`config.mk`:
```
export PLATFORM = sky130hd
export DESIGN_NAME = hier_irq_agg
export DESIGN_NICKNAME = d
export VERILOG_FILES = /design/src/rtl/hia_pkg.sv /design/src/rtl/hia_group.sv /design/src/rtl/hia_summary.sv /design/src/rtl/hia_regdec.sv /design/src/rtl/hier_irq_agg.sv
export SDC_FILE = /design/constraint.sdc
export NUM_CORES = 1
export LEC_CHECK = 0
export BUFFER_PORTS_ARGS = -buffer_cell sky130_fd_sc_hd__buf_4
export CAP_MARGIN = 5
export CORE_UTILIZATION = 46
export DETAILED_ROUTE_END_ITERATION = 7
export PLACE_DENSITY = 0.74
export REMOVE_ABC_BUFFERS = 1
export SLEW_MARGIN = 30
export SYNTH_ARGS = -nofsm -noshare
export SYNTH_HDL_FRONTEND = slang
export SYNTH_SLANG_ARGS = --single-unit
```
`constraint.sdc`:
```
create_clock -name clk -period 4.05 [get_ports clk]
set_clock_uncertainty 0.1 [all_clocks]
set_input_delay 0.81 -clock clk [delete_from_list [all_inputs] [get_ports clk]]
set_output_delay 0.81 -clock clk [all_outputs]
set_load 0.05 [all_outputs]
```
`src/rtl/hia_pkg.sv`:
```
package hia_pkg;

    localparam int DW     = 32;
    localparam int AW     = 4;
    localparam int HALF_W = DW / 2;

    localparam int TX_SUM_BIT  = 9;
    localparam int RX_SUM_BIT  = 8;
    localparam int DMA_SUM_BIT = 24;
    localparam int POL_BIT     = 17;

    typedef enum logic [AW-1:0] {
        RI_TOP_SRC  = 4'd0,
        RI_TOP_SET  = 4'd1,
        RI_TOP_CLR  = 4'd2,
        RI_TOP_MSK  = 4'd3,
        RI_CORE_SRC = 4'd4,
        RI_CORE_SET = 4'd5,
        RI_CORE_CLR = 4'd6,
        RI_CORE_MSK = 4'd7,
        RI_DMA_SRC  = 4'd8,
        RI_DMA_SET  = 4'd9,
        RI_DMA_CLR  = 4'd10,
        RI_DMA_MSK  = 4'd11,
        RI_CTRL     = 4'd12,
        RI_RSV13    = 4'd13,
        RI_RSV14    = 4'd14,
        RI_RSV15    = 4'd15
    } reg_idx_e;

    typedef struct packed {
        logic set;
        logic clr;
        logic msk;
    } grp_wr_t;

    function automatic logic [DW-1:0] summary_bits();
        logic [DW-1:0] v;
        v = '0;
        v[TX_SUM_BIT]  = 1'b1;
        v[RX_SUM_BIT]  = 1'b1;
        v[DMA_SUM_BIT] = 1'b1;
        return v;
    endfunction

endpackage

```
`src/rtl/hia_group.sv`:
```
module hia_group
    import hia_pkg::*;
#(
    parameter int W = DW,
    parameter logic [W-1:0] KEEP = '1
) (
    input  logic         clk,
    input  logic         rst,
    input  grp_wr_t      wr,
    input  logic [W-1:0] wdata,
    input  logic [W-1:0] evt,
    output logic [W-1:0] pend,
    output logic [W-1:0] mask
);

    logic [W-1:0] set_v;
    logic [W-1:0] clr_v;

    always_comb begin
        set_v = wr.set ? wdata : '0;
        clr_v = wr.clr ? wdata : '0;
    end

    always_ff @(posedge clk) begin
        if (rst) begin
            pend <= '0;
            mask <= '1;
        end else begin
            pend <= ((pend & ~clr_v) | set_v | evt) & KEEP;
            if (wr.msk) begin
                mask <= wdata;
            end
        end
    end

endmodule

```
`src/rtl/hia_summary.sv`:
```
module hia_summary
    import hia_pkg::*;
(
    input  logic [DW-1:0] core_pend,
    input  logic [DW-1:0] core_mask,
    input  logic [DW-1:0] dma_pend,
    input  logic [DW-1:0] dma_mask,
    output logic [DW-1:0] sum_vec
);

    logic [DW-1:0] core_live;
    logic [DW-1:0] dma_live;

    always_comb begin
        core_live = core_pend & ~core_mask;
        dma_live  = dma_pend & ~dma_mask;
        sum_vec   = '0;
        sum_vec[TX_SUM_BIT]  = |core_live[HALF_W-1:0];
        sum_vec[RX_SUM_BIT]  = |core_live[DW-1:HALF_W];
        sum_vec[DMA_SUM_BIT] = |dma_live;
    end

endmodule

```
`src/rtl/hia_regdec.sv`:
```
module hia_regdec
    import hia_pkg::*;
(
    input  logic          reg_wr,
    input  logic [AW-1:0] reg_addr,
    input  logic [DW-1:0] top_view,
    input  logic [DW-1:0] top_mask,
    input  logic [DW-1:0] core_pend,
    input  logic [DW-1:0] core_mask,
    input  logic [DW-1:0] dma_pend,
    input  logic [DW-1:0] dma_mask,
    input  logic          pol,
    output grp_wr_t       top_wr,
    output grp_wr_t       core_wr,
    output grp_wr_t       dma_wr,
    output logic          ctrl_wr,
    output logic [DW-1:0] rdata
);

    reg_idx_e idx;

    always_comb begin
        idx     = reg_idx_e'(reg_addr);
        top_wr  = '{set: reg_wr && idx == RI_TOP_SET,  clr: reg_wr && idx == RI_TOP_CLR,
                    msk: reg_wr && idx == RI_TOP_MSK};
        core_wr = '{set: reg_wr && idx == RI_CORE_SET, clr: reg_wr && idx == RI_CORE_CLR,
                    msk: reg_wr && idx == RI_CORE_MSK};
        dma_wr  = '{set: reg_wr && idx == RI_DMA_SET,  clr: reg_wr && idx == RI_DMA_CLR,
                    msk: reg_wr && idx == RI_DMA_MSK};
        ctrl_wr = reg_wr && idx == RI_CTRL;

        rdata = '0;
        case (idx)
            RI_TOP_SRC, RI_TOP_SET, RI_TOP_CLR:    rdata = top_view;
            RI_TOP_MSK:                            rdata = top_mask;
            RI_CORE_SRC, RI_CORE_SET, RI_CORE_CLR: rdata = core_pend;
            RI_CORE_MSK:                           rdata = core_mask;
            RI_DMA_SRC, RI_DMA_SET, RI_DMA_CLR:    rdata = dma_pend;
            RI_DMA_MSK:                            rdata = dma_mask;
            RI_CTRL:                               rdata[POL_BIT] = pol;
            default:                               rdata = '0;
        endcase
    end

endmodule

```
`src/rtl/hier_irq_agg.sv`:
```
module hier_irq_agg
    import hia_pkg::*;
(
    input  logic          clk,
    input  logic          rst,
    input  logic          reg_wr,
    input  logic [AW-1:0] reg_addr,
    input  logic [DW-1:0] reg_wdata,
    output logic [DW-1:0] reg_rdata,
    input  logic [DW-1:0] top_evt,
    input  logic [DW-1:0] core_evt,
    input  logic [DW-1:0] dma_evt,
    input  logic          pwr_ok,
    output logic          irq_out
);

    localparam logic [DW-1:0] SUM_MASK = summary_bits();

    grp_wr_t       top_wr, core_wr, dma_wr;
    logic          ctrl_wr;
    logic          pol_q;
    logic [DW-1:0] top_pend, top_mask;
    logic [DW-1:0] core_pend, core_mask;
    logic [DW-1:0] dma_pend, dma_mask;
    logic [DW-1:0] sum_vec;
    logic [DW-1:0] top_view;
    logic          any_live;

    hia_regdec u_dec (
        .reg_wr    (reg_wr),
        .reg_addr  (reg_addr),
        .top_view  (top_view),
        .top_mask  (top_mask),
        .core_pend (core_pend),
        .core_mask (core_mask),
        .dma_pend  (dma_pend),
        .dma_mask  (dma_mask),
        .pol       (pol_q),
        .top_wr    (top_wr),
        .core_wr   (core_wr),
        .dma_wr    (dma_wr),
        .ctrl_wr   (ctrl_wr),
        .rdata     (reg_rdata)
    );

    hia_group #(.W(DW), .KEEP(~SUM_MASK)) u_top (
        .clk (clk), .rst (rst), .wr (top_wr), .wdata (reg_wdata),
        .evt (top_evt), .pend (top_pend), .mask (top_mask)
    );

    hia_group #(.W(DW)) u_core (
        .clk (clk), .rst (rst), .wr (core_wr), .wdata (reg_wdata),
        .evt (core_evt), .pend (core_pend), .mask (core_mask)
    );

    hia_group #(.W(DW)) u_dma (
        .clk (clk), .rst (rst), .wr (dma_wr), .wdata (reg_wdata),
        .evt (dma_evt), .pend (dma_pend), .mask (dma_mask)
    );

    hia_summary u_sum (
        .core_pend (core_pend),
        .core_mask (core_mask),
        .dma_pend  (dma_pend),
        .dma_mask  (dma_mask),
        .sum_vec   (sum_vec)
    );

    always_ff @(posedge clk) begin
        if (rst) begin
            pol_q <= 1'b0;
        end else if (ctrl_wr) begin
            pol_q <= reg_wdata[POL_BIT];
        end
    end

    always_comb begin
        top_view = top_pend | sum_vec;
        any_live = |(top_view & ~top_mask);
        irq_out  = pwr_ok & (pol_q ? any_live : ~any_live);
    end

endmodule

```
# --- Word level (Yosys, flattened, before mapping) ---
# Cells that the tools add are included.
word_totals:
  regBits: 193
  latch_bits: 0
  ram_bits: 0
  romBits: 0
  in_bits: 136
  word_cells: 69
  memories: 0
classes:
  n_addsub: 0
  multipliers: 0
  div_mod_pow: 0
  magnitude_cmp: 0
  eq_ne: 12
  shift: 0
  muxes: 10
  bitwise: 21
  n_reduce_logical: 18
op_table:
  columns: ["op", "count"]
  rows:
  - ["32-bit AND", 6]
  - ["32-bit 2-to-1 mux", 6]
  - ["32-bit NOT", 6]
  - ["32-bit bitwise OR", 6]
  - ["17-bit one-hot mux with 6 select lines", 1]
  - ["14-bit one-hot mux with 6 select lines", 1]
  - ["32-bit OR reduction", 2]
  - ["32-bit by 25-bit bitwise OR with 32-bit output", 1]
  - ["16-bit OR reduction", 2]
  - ["4-bit equality test (second input constant)", 5]
  - ["4-bit by 3-bit equality test with 1-bit output (second input constant)", 4]
  - ["1-bit logical AND", 10]
  - ["3-bit OR reduction", 3]
  - ["4-bit by 2-bit equality test with 1-bit output (second input constant)", 2]
  - ["1-bit one-hot mux with 7 select lines", 1]
  - ["4-bit by 1-bit equality test with 1-bit output (second input constant)", 1]
  - ["4-bit zero test", 1]
  - ["1-bit AND", 1]
  - ["1-bit 2-to-1 mux", 1]
  - ["1-bit NOT", 1]

# --- Longest topological paths before layout ---
depth:
  ltp_word: 9
  ltp_mapped: 8

# --- By module ---
# From an unflattened synthesis, not the netlist that was laid out.
hier_totals:
  hier_cells: 1137
  area_unflattened_um2: 10440.0
by_module_without_submodules:
  columns: ["module", "n_inst", "cells_each", "area_each_um2", "seq_area_each_um2"]
  rows:
  - ["hia_group (u_core ...)", 2, 244, 2551.2, 1281.2]
  - ["hia_group (u_top)", 1, 236, 2497.4, 1221.2]
  - ["hia_regdec", 1, 189, 1681.6, 0.0]
  - ["hia_summary", 1, 133, 725.7, 0.0]
  - ["hier_irq_agg", 1, 91, 432.9, 20.0]

# --- Worst setup path before layout ---
# OpenSTA, ideal clock, no wires.
synth_path:
  path_type: "in2out"
  start: "input port reg_addr[0]"
  end: "output port reg_rdata[13]"
  arrival_time_ns: 2.776
  required_ns: 3.140
  path_slack_ns: 0.364
  path_stages: 5
  path_buffers: 2
  path_cell_list: "nand2_1 -> buf_2 -> buf_2 -> mux2i_1 -> o21ai_0"
synth_via:
  elab_chain_cells: 3
  word_cells_on_any_way: 16
synth_lines:
  columns: ["item", "line_no", "rtl"]
  rows:
  - ["start, declared", "hier_irq_agg.sv:7", "input logic [AW-1:0] reg_addr,"]
  - ["4-bit equality test (tied with other cells)", "hia_regdec.sv:33", "case (idx)"]
  - ["3-bit OR reduction", "hia_regdec.sv:33", null]
  - ["17-bit one-hot mux with 6 select lines *", "hia_regdec.sv:33", null]
  - ["end, declared", "hier_irq_agg.sv:9", "output logic [DW-1:0] reg_rdata,"]
# Every way passes the cells marked *; elsewhere a longest branch is shown, timed or not.

# --- Worst setup path after layout ---
layout_path:
  start: "register u_top.mask[30]"
  end: "output port irq_out"
layout_via:
  elab_chain_cells: 6
layout_lines:
  columns: ["item", "line_no", "rtl"]
  rows:
  - ["start, declared", "hia_group.sv:13", "output logic [W-1:0] mask"]
  - ["start signal, assigned", "hia_group.sv:31", "mask <= wdata;"]
  - ["32-bit NOT *", "hier_irq_agg.sv:79", "any_live = |(top_view & ~top_mask);"]
  - ["32-bit AND *", "hier_irq_agg.sv:79", null]
  - ["32-bit OR reduction *", "hier_irq_agg.sv:79", null]
  - ["1-bit NOT", "hier_irq_agg.sv:80", "irq_out = pwr_ok & (pol_q ? any_live : ~any_live);"]
  - ["1-bit 2-to-1 mux *", "hier_irq_agg.sv:80", null]
  - ["1-bit AND *", "hier_irq_agg.sv:80", null]
  - ["end, declared", "hier_irq_agg.sv:14", "output logic irq_out"]
# Marked as above.

==> flow_summary.toml <==
[synth]
ys_seq_area_frac = 0.4229
synth_fa_ha_area_frac = 0
synth-simple-area-share = 0.2092
netlist_area_sq_um = 8994
synth_edf_count = 0
synth_top_family_by_area = "compound AO/OA/AOI/OAI gates"
synth_warnings = 0
synth_compound_area_frac = 0.2286
synth_area_per_cell_sq_um = 8.030
synth_top_area_frac = 0.4229
synthTopCellsByArea = "dfxtp_1, a221oi_1, nand2_1"
synthArstFlopShare = 0
synth-xor-area-share = 0
synth.area.mux_share = 0.06316
synthDistinctLibCells = 36
synthCells = 1120
synth-main-ff-cell = "dfxtp_1"
yosysTopAreaCell = "dfxtp_1"
ys_ff_latch = 190

[power]
p_leak_uw = 0.004514
ir_drop_v = 0.0002462
p_per_area_nw_per_um2 = 406.1

[timing]
period_needed_ps = 3790
tightest_slew_ps = 937.1
setup_viol = 0
setup_slack_ps = 259.9
period_share = 0.9358
finalHoldViolations = 0
drv_slew = 0
rsz0062_at_grt = "no"
slew_headroom = 0.3753
timing.fmax_mhz = 263.8

[final_layout]
fin_area_sq_um = 11100
final-seq-area_sq_um = 3804
final_cell_mix = "nand2_1, buf_4, dfxtp_1"
fin_nets = 1370
instances_no_fill = 1506
layout_commonest_cell = "nand2_1"
diodes = 0
n_fill_cell = 1699
drive_above_1_share = 0.1974
area_delta_synth_final_pct = 23.37
multiInputGateArea_sq_um = 4556

[detailed_routing]
drt_iter0_drc = 1047
num_vias = 9184
drt-pass1-iter-count = 5
final_antenna_net_count = 0
drc = 0
vias_per_cell = 6.098
post_drt_wl_per_cell_microns = 20.39
routed_wl_microns = 30700

[clock_network]
clkLatencyLatePin_ps = 430
cts.sinks = 190
cts_inserted_buffers = 17
cts_buffer_depth = 2
post-cts-setup-buffer-count = 0
cts.clk_slew.worst_paths_ps = 70
tritoncts = "done"
cts_root_buf = "clkbuf_16"
htree_levels = 4

[worst_hold_path]
hold_class = "reg -> reg"
worstHoldPathCells = 2

[placed_design]
place_area_sq_um = 10490
place_ws_ps = 492.9
hpwlAfterDp_microns = 21020
portBuffers = 165
gp_congestion = 0.9104
dp.cells = 1475

[flow_run]
maxCapViolCount = 0

[die]
core.rowCount = 50
ioPinCount = 169
dieArea_sq_um = 20110
start_util = 0.4745
die_h_microns = 141.8
core_area_sq_um = 18960
die_x_microns = 141.8

[critical_path]
end_kind = "output pin"
path_class = "reg -> out"
cp-start-kind = "flip-flop"
worstPathArrival_ps = 2880
ff2ff_path_depth = 2
cp.required_ps = 3140
crit_fanout = 3

[grt]
grt_pass1_wl_microns = 46860
grt.total_usage = 0.3064
grt_max_degree = 83
grt_overflow = 0
grt_pass1_vias = 8406
antenna_found_initial = 0

[run_status]
outcome = "finished, final reports clean"
[layer usage]
layer / share of wire / global-route usage / wire length, microns / vias up
met5: 0 / 0 / 0 / -
met4: 0.035 / 0.1205 / 1080 / 0
met3: 0.10 / 0.06379 / 3210 / 76
met2: 0.45 / 0.4773 / 13700 / 557
met1: 0.41 / 0.4145 / 12720 / 4359
li1: - / - / - / 4192
[stage by stage]
step | TNS, ps | hold slack [ps] | total power [uW] | util
finish | 0 | 395.7 | 4506 | 0.5853
global route | 0 | 412.0 | 4644 | 0.5853
CTS | 0 | 392.0 | 4499 | 0.5853
detailed placement | 0 | 381.0 | 2799 | 0.5533
global placement | 0 | 372.0 | 2788 | 0.5530
floorplan | -19290 | 353.0 | 2442 | -
[worst max-delay path: stages, from the launching register on]
cell	delay [ps]
dfxtp_1	350
nand2b_1	170
o2111ai_1	150
a2111oi_1	590
nand4_1	190
a2111oi_2	520
mux2i_1	250
buf_4	220
[synthesized netlist by cell type, types with 2 or more instances]
| cell | count |
|---|---|
| nand3_1 | 52 |
| a21oi_1 | 6 |
| a22oi_1 | 63 |
| nand4_1 | 2 |
| o2111ai_1 | 5 |
| buf_2 | 10 |
| clkbuf_1 | 89 |
| mux4_2 | 3 |
| nand2b_1 | 20 |
| nor3_1 | 3 |
| a22o_1 | 2 |
| nand3b_1 | 2 |
| o22ai_1 | 31 |
| a31oi_1 | 2 |
| mux2i_1 | 50 |
| nor4_1 | 6 |
| o221ai_1 | 3 |
| nor2b_1 | 23 |
| nor2_1 | 111 |
| buf_1 | 3 |
| o21ai_0 | 7 |
| a211o_1 | 21 |
| a2111oi_0 | 3 |
| nand2_1 | 217 |
| o211ai_1 | 10 |
| inv_1 | 77 |
| a221oi_1 | 101 |
| dfxtp_1 | 190 |
[cell type report]
class,count,share of cell area
Multi-Input combinational cell,751,0.4106
Sequential cell,190,0.3428
Clock buffer,19,0.03992
Timing Repair Buffer,197,0.1367
Inverter,77,0.02605
Tap cell,260,0.02932
Clock inverter,12,0.01466
[power by group]
group | leakage, uW | total, uW | internal [uW] | switching [uW]
combinational | 0.00267 | 732 | 286 | 446
clock | 0.000278 | 1740 | 989 | 746
sequential | 0.00157 | 2040 | 1960 | 82.9
[flip-flops by register name (all words and copies together) (netlist names)]
register and flops:
u_top.pend 29, pol_q 1, u_core.pend 32, u_dma.mask 32
u_top.mask 32, u_dma.pend 32, u_core.mask 32
[path summary, 6_finish.rpt]
kind | end | from | slack (ps)
worst max register to register | u_core.pend[13] | u_core.pend[13] | 3090
worst min-delay path | u_top.mask[20] | u_top.mask[20] | 400
worst min register to register | u_top.mask[20] | u_top.mask[20] | 400
worst max-delay path | irq_out | u_top.mask[30] | 260
[logic make-up (layout without fill, tap and decap cells)]
family	count (synthesis)	after routing
compound gates	257	257
buf+inv	179	305
flops	190	190
mux	53	53
simple gates	441	441
[repair_timing]
action | 4_1_cts | 5_1_grt
hold buffers | 0 | 0
gates resized for setup | 0 | 1
setup endpoints to repair | 0 | 1
Note: power is estimated with default switching activity, not from simulation.
